==> src/rtl/ppk_pkg.sv <==
// Shared constants, state type and helpers for the payload packer.
// Assumes the header format is fixed at 32 bits: id, two value bytes, zero pad.
package ppk_pkg;

    localparam int BYTE_W = 8;
    localparam int VAL_W  = 16;
    localparam int HDR_W  = 32;

    // Six-bit data types that carry a payload; bits [7:6] are a channel tag.
    localparam logic [5:0] DT_GEN_LONG = 6'h29;
    localparam logic [5:0] DT_CMD_LONG = 6'h39;

    typedef enum logic [1:0] {
        ST_IDLE,
        ST_PACK,
        ST_HDR,
        ST_WAIT
    } ppk_state_e;

    // True when the identifier selects the payload path.
    function automatic logic dt_is_long(input logic [BYTE_W-1:0] id);
        return (id[5:0] == DT_GEN_LONG) || (id[5:0] == DT_CMD_LONG);
    endfunction

    // Build the header word from identifier and 16-bit value.
    function automatic logic [HDR_W-1:0] make_header(input logic [BYTE_W-1:0] id,
                                                     input logic [VAL_W-1:0]  val);
        return {8'h00, val[15:8], val[7:0], id};
    endfunction

endpackage

==> src/rtl/ppk_timer.sv <==
// Wait-window counter. Counts cycles while run is high and clears when run
// drops. Assumes LIMIT >= 1; expire is high on the LIMIT-th running edge.
module ppk_timer #(
    parameter int LIMIT = 1000
) (
    input  logic clk,
    input  logic rst_n,
    input  logic run,
    output logic expire
);
    localparam int CW = $clog2(LIMIT + 1);

    logic [CW-1:0] cnt;

    // Count running cycles, clear otherwise.
    always_ff @(posedge clk) begin
        if (!rst_n || !run) cnt <= '0;
        else                cnt <= cnt + 1'b1;
    end

    assign expire = run && (cnt == CW'(LIMIT - 1));

    // the count never passes the window while running.
    p_cnt_bound_r6: assert property (@(posedge clk) disable iff (!rst_n)
        run |-> (int'(cnt) < LIMIT));

endmodule

==> src/rtl/ppk_packer.sv <==
// Byte-to-word packer. On start it loads the byte count, then accepts bytes
// little-endian into an accumulator and offers a word when it is full or the
// count runs out. A zero count yields one zero word. Assumes LANES >= 2 and
// that start only arrives while not busy.
module ppk_packer
    import ppk_pkg::*;
#(
    parameter int LANES = 4
) (
    input  logic                    clk,
    input  logic                    rst_n,
    input  logic                    start,
    input  logic [VAL_W-1:0]        start_count,
    input  logic                    in_valid,
    output logic                    in_ready,
    input  logic [BYTE_W-1:0]       in_data,
    output logic                    out_valid,
    input  logic                    out_ready,
    output logic [LANES*BYTE_W-1:0] out_data,
    output logic                    last_taken
);
    localparam int WORD_W = LANES * BYTE_W;
    localparam int LANE_W = $clog2(LANES);

    logic              busy;
    logic              out_v;
    logic [WORD_W-1:0] acc;
    logic [LANE_W-1:0] lane;
    logic [VAL_W-1:0]  rem;
    logic              take_byte;
    logic              take_word;

    assign in_ready   = busy && !out_v && (rem != '0);
    assign take_byte  = in_ready && in_valid;
    assign take_word  = out_v && out_ready;
    assign out_valid  = out_v;
    assign out_data   = acc;
    assign last_taken = take_word && (rem == '0);

    // Load, fill lanes, and release words.
    always_ff @(posedge clk) begin
        if (!rst_n) begin
            busy  <= 1'b0;
            out_v <= 1'b0;
            acc   <= '0;
            lane  <= '0;
            rem   <= '0;
        end else if (start) begin
            busy  <= 1'b1;
            out_v <= (start_count == '0);
            acc   <= '0;
            lane  <= '0;
            rem   <= start_count;
        end else begin
            if (take_byte) begin
                acc[int'(lane)*BYTE_W +: BYTE_W] <= in_data;
                rem  <= rem - 1'b1;
                lane <= lane + 1'b1;
                if (lane == LANE_W'(LANES - 1) || rem == VAL_W'(1)) out_v <= 1'b1;
            end
            if (take_word) begin
                out_v <= 1'b0;
                acc   <= '0;
                lane  <= '0;
                if (rem == '0) busy <= 1'b0;
            end
        end
    end

    // a partial word has zero above its filled lanes.
    p_upper_zero_r2: assert property (@(posedge clk) disable iff (!rst_n)
        (out_v && lane != '0) |-> ((acc >> (int'(lane) * BYTE_W)) == '0));

    // while busy and no word is pending, bytes remain to be taken.
    p_rem_live_r2: assert property (@(posedge clk) disable iff (!rst_n)
        (busy && !out_v) |-> (rem != '0));

    // a stalled payload word holds.
    p_word_hold_r11: assert property (@(posedge clk) disable iff (!rst_n)
        (out_v && !out_ready) |=> (out_v && $stable(acc)));

endmodule

==> src/rtl/ppk_ctrl.sv <==
// Command sequencer: idle -> pack (long only) -> header -> wait (long only).
// Raises a one-cycle completion or timeout pulse when leaving the last state.
// Assumes the packer reports last_taken exactly once per long command.
module ppk_ctrl
    import ppk_pkg::*;
(
    input  logic              clk,
    input  logic              rst_n,
    input  logic              cmd_valid,
    output logic              cmd_ready,
    input  logic [BYTE_W-1:0] cmd_id,
    input  logic [VAL_W-1:0]  cmd_word,
    output logic              pack_start,
    input  logic              pack_last,
    output logic              hd_valid,
    input  logic              hd_ready,
    output logic [HDR_W-1:0]  hd_data,
    output logic              wait_run,
    input  logic              wait_expire,
    input  logic              fifo_empty,
    output logic              cmp_done,
    output logic              cmp_timeout
);
    ppk_state_e        state;
    logic [BYTE_W-1:0] id_q;
    logic [VAL_W-1:0]  val_q;
    logic              long_q;

    assign cmd_ready  = (state == ST_IDLE);
    assign pack_start = cmd_ready && cmd_valid && dt_is_long(cmd_id);
    assign hd_valid   = (state == ST_HDR);
    assign hd_data    = make_header(id_q, val_q);
    assign wait_run   = (state == ST_WAIT);

    // Step the command through its phases and emit end pulses.
    always_ff @(posedge clk) begin
        if (!rst_n) begin
            state       <= ST_IDLE;
            id_q        <= '0;
            val_q       <= '0;
            long_q      <= 1'b0;
            cmp_done    <= 1'b0;
            cmp_timeout <= 1'b0;
        end else begin
            cmp_done    <= 1'b0;
            cmp_timeout <= 1'b0;
            unique case (state)
                ST_IDLE: if (cmd_valid) begin
                    id_q   <= cmd_id;
                    val_q  <= cmd_word;
                    long_q <= dt_is_long(cmd_id);
                    state  <= dt_is_long(cmd_id) ? ST_PACK : ST_HDR;
                end
                ST_PACK: if (pack_last) state <= ST_HDR;
                ST_HDR: if (hd_ready) begin
                    if (long_q) begin
                        state <= ST_WAIT;
                    end else begin
                        cmp_done <= 1'b1;
                        state    <= ST_IDLE;
                    end
                end
                ST_WAIT: begin
                    if (fifo_empty) begin
                        cmp_done <= 1'b1;
                        state    <= ST_IDLE;
                    end else if (wait_expire) begin
                        cmp_timeout <= 1'b1;
                        state       <= ST_IDLE;
                    end
                end
                default: state <= ST_IDLE;
            endcase
        end
    end

    // the two end pulses never coincide.
    p_excl_r8: assert property (@(posedge clk) disable iff (!rst_n)
        !(cmp_done && cmp_timeout));

    // each end pulse lasts one cycle.
    p_pulse_r8: assert property (@(posedge clk) disable iff (!rst_n)
        (cmp_done || cmp_timeout) |=> !(cmp_done || cmp_timeout));

    // a taken command closes the command port next cycle.
    p_accept_r9: assert property (@(posedge clk) disable iff (!rst_n)
        (cmd_valid && cmd_ready) |=> !cmd_ready);

    // completion follows a FIFO-empty wait or a short header handshake.
    p_done_cause_r5: assert property (@(posedge clk) disable iff (!rst_n)
        cmp_done |-> ($past(wait_run && fifo_empty) ||
                      $past(hd_valid && hd_ready && !long_q)));

    // timeout only follows an expired window with no FIFO-empty.
    p_timeout_cause_r6: assert property (@(posedge clk) disable iff (!rst_n)
        cmp_timeout |-> $past(wait_run && wait_expire && !fifo_empty));

    // a stalled header holds.
    p_hdr_hold_r11: assert property (@(posedge clk) disable iff (!rst_n)
        (hd_valid && !hd_ready) |=> (hd_valid && $stable(hd_data)));

endmodule

==> src/rtl/pkt_payload_packer.sv <==
// Long-write packet payload packer top. Wires the sequencer, the byte packer
// and the wait-window timer. Assumes TIMEOUT_CYCLES >= 1 and LANES >= 2.
module pkt_payload_packer
    import ppk_pkg::*;
#(
    parameter int LANES          = 4,
    parameter int TIMEOUT_CYCLES = 50_000_000
) (
    input  logic                    clk,
    input  logic                    rst_n,
    input  logic                    cmd_valid,
    output logic                    cmd_ready,
    input  logic [BYTE_W-1:0]       cmd_id,
    input  logic [VAL_W-1:0]        cmd_word,
    input  logic                    in_valid,
    output logic                    in_ready,
    input  logic [BYTE_W-1:0]       in_data,
    output logic                    pl_valid,
    input  logic                    pl_ready,
    output logic [LANES*BYTE_W-1:0] pl_data,
    output logic                    hd_valid,
    input  logic                    hd_ready,
    output logic [HDR_W-1:0]        hd_data,
    input  logic                    fifo_empty,
    output logic                    cmp_done,
    output logic                    cmp_timeout
);
    logic pack_start;
    logic pack_last;
    logic wait_run;
    logic wait_expire;

    ppk_ctrl u_ctrl (
        .clk         (clk),
        .rst_n       (rst_n),
        .cmd_valid   (cmd_valid),
        .cmd_ready   (cmd_ready),
        .cmd_id      (cmd_id),
        .cmd_word    (cmd_word),
        .pack_start  (pack_start),
        .pack_last   (pack_last),
        .hd_valid    (hd_valid),
        .hd_ready    (hd_ready),
        .hd_data     (hd_data),
        .wait_run    (wait_run),
        .wait_expire (wait_expire),
        .fifo_empty  (fifo_empty),
        .cmp_done    (cmp_done),
        .cmp_timeout (cmp_timeout)
    );

    ppk_packer #(.LANES(LANES)) u_packer (
        .clk         (clk),
        .rst_n       (rst_n),
        .start       (pack_start),
        .start_count (cmd_word),
        .in_valid    (in_valid),
        .in_ready    (in_ready),
        .in_data     (in_data),
        .out_valid   (pl_valid),
        .out_ready   (pl_ready),
        .out_data    (pl_data),
        .last_taken  (pack_last)
    );

    ppk_timer #(.LIMIT(TIMEOUT_CYCLES)) u_timer (
        .clk    (clk),
        .rst_n  (rst_n),
        .run    (wait_run),
        .expire (wait_expire)
    );

    // header and payload are never offered together.
    p_hdr_after_payload_r3: assert property (@(posedge clk) disable iff (!rst_n)
        hd_valid |-> !pl_valid);

    // no byte is taken while a short write is being handled.
    p_short_no_bytes_r4: assert property (@(posedge clk) disable iff (!rst_n)
        (hd_valid || cmd_ready) |-> !in_ready);

endmodule

==> config.mk <==
export PLATFORM = sky130hd
export DESIGN_NAME = pkt_payload_packer
export DESIGN_NICKNAME = d
export VERILOG_FILES = /design/src/rtl/ppk_pkg.sv /design/src/rtl/ppk_timer.sv /design/src/rtl/ppk_packer.sv /design/src/rtl/ppk_ctrl.sv /design/src/rtl/pkt_payload_packer.sv
export SDC_FILE = /design/constraint.sdc
export NUM_CORES = 1
export LEC_CHECK = 0
export BUFFER_PORTS_ARGS = -buffer_cell sky130_fd_sc_hd__buf_4
export CORE_UTILIZATION = 48
export DETAILED_ROUTE_END_ITERATION = 12
export MAX_ROUTING_LAYER = met4
export PLACE_DENSITY = 0.75
export SLEW_MARGIN = 30
export SYNTH_ARGS = -nofsm -noshare
export SYNTH_HDL_FRONTEND = slang
export SYNTH_SLANG_ARGS = --single-unit
==> constraint.sdc <==
create_clock -name clk -period 2.2 [get_ports clk]
set_input_delay 0.33 -clock clk [delete_from_list [all_inputs] [get_ports clk]]
set_output_delay 0.33 -clock clk [all_outputs]
set_load 0.005 [all_outputs]
* After elaboration in Yosys (flattened, before gate mapping)
Index checks and enable logic that the tools add are counted.
** Cells by class
- $add $sub $neg :: 4
- Equal/unequal tests :: 12
- Shift-type cells :: 2
- Multiplexer cells :: 23
- Bitwise operators :: 2
- Reductions and logical operators :: 29
** Operator list (number)
- 5-bit negation with 33-bit output :: 1
- 8-bit by 33-bit variable shift with 32-bit output, first input constant :: 1
- 8-bit by 33-bit variable part select with 32-bit output :: 1
- 32-bit bitwise mux :: 1
- 16-bit zero test :: 2
- 16-bit 2-to-1 mux :: 2
- 26-bit by 1-bit adder with 26-bit output, second input constant :: 1
- 26-bit equality test, second input constant :: 1
- 16-bit by 1-bit equality test with 1-bit output, second input constant :: 1
- 16-bit nonzero test :: 1
- 16-bit by 1-bit subtractor with 16-bit output, second input constant :: 1
- 2-bit 2-to-1 mux :: 7
- 6-bit equality test, second input constant :: 2
- 1-bit 2-to-1 mux :: 11
- 1-bit logical AND :: 8
- 2-bit case mux with 4 select lines :: 1
- 2-bit equality test, second input constant :: 3
- 2-bit AND reduction :: 3
- 2-bit nonzero test :: 3
- 3-bit nonzero test :: 2
- 3-bit OR reduction :: 2
- 2-bit != test, second input constant :: 2
- 4-bit AND reduction :: 1
- 1-bit zero test :: 3
- 8 further kinds :: 11
** Word-level totals
- Flip-flop bits (word level) :: 107
- Input port bits :: 39

* Depth between registers and ports, before layout
- Depth after elaboration :: 7
- Gate-level depth with buffers :: 9
- Depth with buffers taken out :: 7

* By module
A second synthesis with hierarchy kept.
** Unflattened totals
- Cells, all modules :: 583
- Area total of the unflattened synthesis :: 5023.6 um^2
** Modules (own cells, without submodules)
- ppk_packer :: times used 1, cells each 283, area an instance 2533.7 um^2, seq. area each 1041.0 um^2
- ppk_ctrl :: times used 1, cells each 150, area an instance 1255.0 um^2, seq. area each 580.6 um^2
- ppk_timer :: times used 1, cells each 150, area an instance 1234.9 um^2, seq. area each 520.5 um^2

* Worst setup path before layout
Ideal clock, no wire load.
- Kind :: register to register
- From :: register u_packer.rem[0]
- To :: register u_packer.acc[2], in the netlist u_packer.out_data[2]
- Arrival :: 2.388 ns
- Required time :: 2.139 ns
- Path slack :: -0.249 ns
- Stages on the path, launching flop included :: 10
- Buffers on the path :: 2
- Cell sequence :: dfxtp_1 inv_1 ha_1 or4b_2 or4_4 buf_6 and2_4 buf_12 a21oi_4 a22o_2
** Between the ends
- Cells in the longest elaborated chain, start to end :: 3
** Ends and longest elaborated chain
- from (decl) :: line ppk_packer.sv:29 : logic [VAL_W-1:0] rem;
- from (signal assigned) :: line ppk_packer.sv:53 : rem <= start_count;
- from (signal assigned) :: line ppk_packer.sv:57 : rem <= rem - 1'b1;
- 16-bit nonzero test :: line ppk_packer.sv:33 : assign in_ready = busy && !out_v && (rem != '0);
- 1-bit logical AND :: line ppk_packer.sv:33
- 1-bit logical AND :: line ppk_packer.sv:34 : assign take_byte = in_ready && in_valid;
- to (signal, indexed assignment) :: line ppk_packer.sv:56 : acc[int'(lane)*BYTE_W +: BYTE_W] <= in_data;
- to (decl) :: line ppk_packer.sv:27 : logic [WORD_W-1:0] acc;
No other way between the ends.
A chain may end at the register's enable or synchronous reset.

* Worst setup path after layout
- From :: register u_packer.rem[11]
- To :: output port in_ready
** Between the ends
- Cells in the longest elaborated chain, start to end :: 2
** Ends and longest elaborated chain
- 16-bit nonzero test :: line ppk_packer.sv:33
- 1-bit logical AND :: line ppk_packer.sv:33
- to (decl) :: line pkt_payload_packer.sv:16 : output logic in_ready,
No other way between the ends.

==> results.sh <==
export IMPL_fin_crit_sh=1.05
export IMPL_timing_critical_path_buf_inv=3
export IMPL_worstPathMaxFanout=2
export IMPL_cts_max_level=3
export IMPL_final_hold_viol_count=0
export IMPL_wire_per_inst_um=15.4
export IMPL_antenna_cells=0
export IMPL_relSlewSlack=0.435
export IMPL_timing_final_crit_period_ps=2310
export IMPL_rows=35
export IMPL_syn_avg_cell_area_sq_um=8.99
export IMPL_crit_family="simple AND/OR/NAND/NOR gates"
export IMPL_rrSetupSlack_ps=-100
export IMPL_tritoncts="done"
export IMPL_power_frac_seq=0.537
export IMPL_drv_slew=0
export IMPL_core_area_sq_um=9240
export IMPL_clock_latency_ps=370
export IMPL_crit_top_cell="buf_4"
export IMPL_finalWorstSetupSlack_ps=-114
export IMPL_grt_overflow=0
export IMPL_startpoint="u_packer.rem[11]"
export IMPL_nets=681
export IMPL_worst_setup_path_end_kind="primary output"
export IMPL_arrival_ps=1980
export IMPL_die_y_um=99.7
export IMPL_cts_buffers=9
export IMPL_grt_max_degree=38
export IMPL_switchingPower_mw=0.977
export IMPL_synth_top_area_cell="dfxtp_1"
export IMPL_max_freq_ghz=0.432
export IMPL_p_leak_nw=2.35
export IMPL_yosysMostFrequentCell="dfxtp_1"
export IMPL_postLayoutCoreUtil=0.642
export IMPL_initialDrtViolationCount=204
export IMPL_hp_class="in -> reg"
export IMPL_clockBufferDepth=2
export IMPL_status="finished, violations left"
export IMPL_pwr_share_comb=0.123
export IMPL_multi_input_area_sq_um=2380
export IMPL_portBuffers=100
export IMPL_total_power_mw=3.75
export IMPL_synth_seq_cells=107
export IMPL_synth_ff_type="dfxtp_1"
export IMPL_syn_area_sq_um=4590
export IMPL_critPathKind="reg -> out"
export IMPL_r2r_start="u_packer.rem[11]"
export IMPL_synth_area_leaders="dfxtp_1, nand2_1, a21oi_1, xnor2_1, a22o_1"
export IMPL_path_cells="or4_4, buf_6, nor4_4, buf_4, nor3b_2, buf_4"
export IMPL_startpoint_type="flip-flop"
export IMPL_synth_edf_count=0
export IMPL_area_growth_pct=29.4
export IMPL_wl_mm=11.8
export IMPL_detail_route_first_pass_iterations=5
export IMPL_die_x_um=99.7
export IMPL_die_area_sq_um=9950
export IMPL_start_util=0.496
export IMPL_layout_drive_gt1_share=0.306
export IMPL_cp_num_cells=6
export IMPL_violations="negative setup slack"
export IMPL_regArea_sq_um=2150
export IMPL_rsz0062_at_grt="true"
export IMPL_async_reset_ff_frac=0
export IMPL_p_int_mw=2.77
export IMPL_hpwl_mm=8.45
export IMPL_detail_route_antenna_nets=0
export IMPL_critPathRequiredTime_ps=1870
export IMPL_synthTopCellsByCount="dfxtp_1, nand2_1, a21oi_1, nor2_1, xnor2_1"
export IMPL_swShare=0.260
export IMPL_fill_cells=757
export IMPL_clkSinkCount=107
export IMPL_grt_pass1_wl_mm=19.0
export IMPL_yosys_warnings=0
export IMPL_synth_cells=510
export IMPL_drcViolationCount=0
export IMPL_worstMarginPinSlew_ps=845
export IMPL_antenna_found_initial=0
export IMPL_cts_root_buf="clkbuf_8"
export IMPL_drv_cap=0
export IMPL_critPathMaxStageDelay_ps=540
export IMPL_powerDensity_nw_per_um2=632
export IMPL_grt_pass1_vias=3850
export IMPL_clk_pin_slew_ps=100
export IMPL_place_congestion=0.924
export IMPL_grt_usage=0.249
export IMPL_ir_drop_v=0.000448
export IMPL_drt_vias_per_instance=5.46
export IMPL_via_count=4188
export IMPL_clkPwrFrac=0.339
export IMPL_r2r_end="u_packer.out_data[27]"
export IMPL_io_pins=109
export IMPL_reg2reg_depth=6
export IMPL_clock_skew_ps=10.8
export IMPL_crit_path_end="in_ready"
export IMPL_worst_hold_slack_ps=150
export IMPL_cp_slowest_cell="or4_4"
export IMPL_synth_top_area_share=0.467
export IMPL_yosysSeqAreaShare=0.467
export IMPL_setup_viol=33
export IMPL_synth_cell_types=47
## power groups by stage
stage / Sequential [mW] / Combinational [mW] / Clock [mW]
5_1_grt: 2.02 / 0.505 / 1.37
2_1_floorplan: 2.06 / 0.217 / 0
4_1_cts: 2.02 / 0.452 / 1.28
3_5_place_dp: 2.06 / 0.431 / 0
3_3_place_gp: 2.06 / 0.424 / 0
6_report: 2.02 / 0.462 / 1.27
## worst min-delay path by stage
stage | depth (start not counted) | end | slack (ps) | from
after floorplan | 1 | u_ctrl.cmp_timeout | 410 | fifo_empty
after CTS | 2 | u_ctrl.cmp_timeout | 140 | fifo_empty
after detailed placement | 2 | u_ctrl.val_q[10] | 450 | u_ctrl.val_q[10]
final | 2 | u_ctrl.cmp_timeout | 150 | fifo_empty
after global placement | 1 | u_timer.cnt[0] | 440 | u_timer.cnt[0]
after global routing | 2 | u_ctrl.cmp_timeout | 140 | fifo_empty
## through the flow
step	std cells	setup WS, ps	area [sq um]	setup TNS, ps
4_1_cts	764	-97.4	5880	-97.9
2_1_floorplan	517	-8.95	4630	-122
3_5_place_dp	737	-65.5	5550	-506
6_report	767	-114	5930	-2270
5_1_grt	767	-174	5930	-4290
3_3_place_gp	737	-132	5530	-2370
## timing repair
| action | in CTS | in global routing |
|---|---|---|
| setup endpoints to repair | 23 | 39 |
| hold buffers | 0 | 0 |
| cloned | 1 | 0 |
| pin swaps | 6 | 31 |
| gates resized for setup | 10 | 11 |
| buffers inserted | 10 | 3 |
## cell type report
cell class                 count  share of cell area
clock buffer                  10              0.0232
clock inverter                 6              0.0116
inverter                      11             0.00696
multi-input combinational    372               0.400
sequential                   107               0.362
tap                          129              0.0272
timing repair buffer         132               0.168
## logic make-up (layout without fill, tap and decap cells)
| family | Yosys count | after routing | synth area share |
|---|---|---|---|
| AND/OR/NAND/NOR | 196 | 197 | 0.212 |
| AO/OA/AOI/OAI | 124 | 124 | 0.185 |
| flip-flops | 107 | 107 | 0.467 |
| buffers and inverters | 39 | 159 | 0.0453 |
| XOR/XNOR | 32 | 32 | 0.0611 |
| adder cells (fa/ha/maj) | 9 | 9 | 0.0246 |
| multiplexers | 2 | 2 | 0.00437 |
| other | 1 | 8 | 0.000818 |
## routing by layer
| layer | GRT usage | up-vias | wire, um |
|---|---|---|---|
| met5 | - | - | 0 |
| met4 | 0.0803 | 0 | 230 |
| met3 | 0.0429 | 18 | 558 |
| met2 | 0.404 | 143 | 5740 |
| met1 | 0.315 | 1982 | 5250 |
| li1 | - | 2045 | - |
## state kept, by name, indices dropped and copies added (netlist names), 2 cells and up
name / cells
u_ctrl.id_q: 8
u_packer.lane: 2
u_ctrl.state: 2
u_ctrl.val_q: 16
u_packer.out_data: 32
u_timer.cnt: 26
u_packer.rem: 16
## placed cells by master (no fill, tap or decap), drive strengths merged, types with 6 or more instances in the layout
master,count
or3,7
buf,132
nor2,36
clkbuf,10
nor4,9
inv,14
a21oi,53
and3,6
nand3,13
nand4,8
dfxtp,107
xnor2,24
nand2,73
or4,6
o21ai,23
xor2,8
conb,8
a22o,32
ha,9
nor3,15
(Power assumes the default switching activity.)
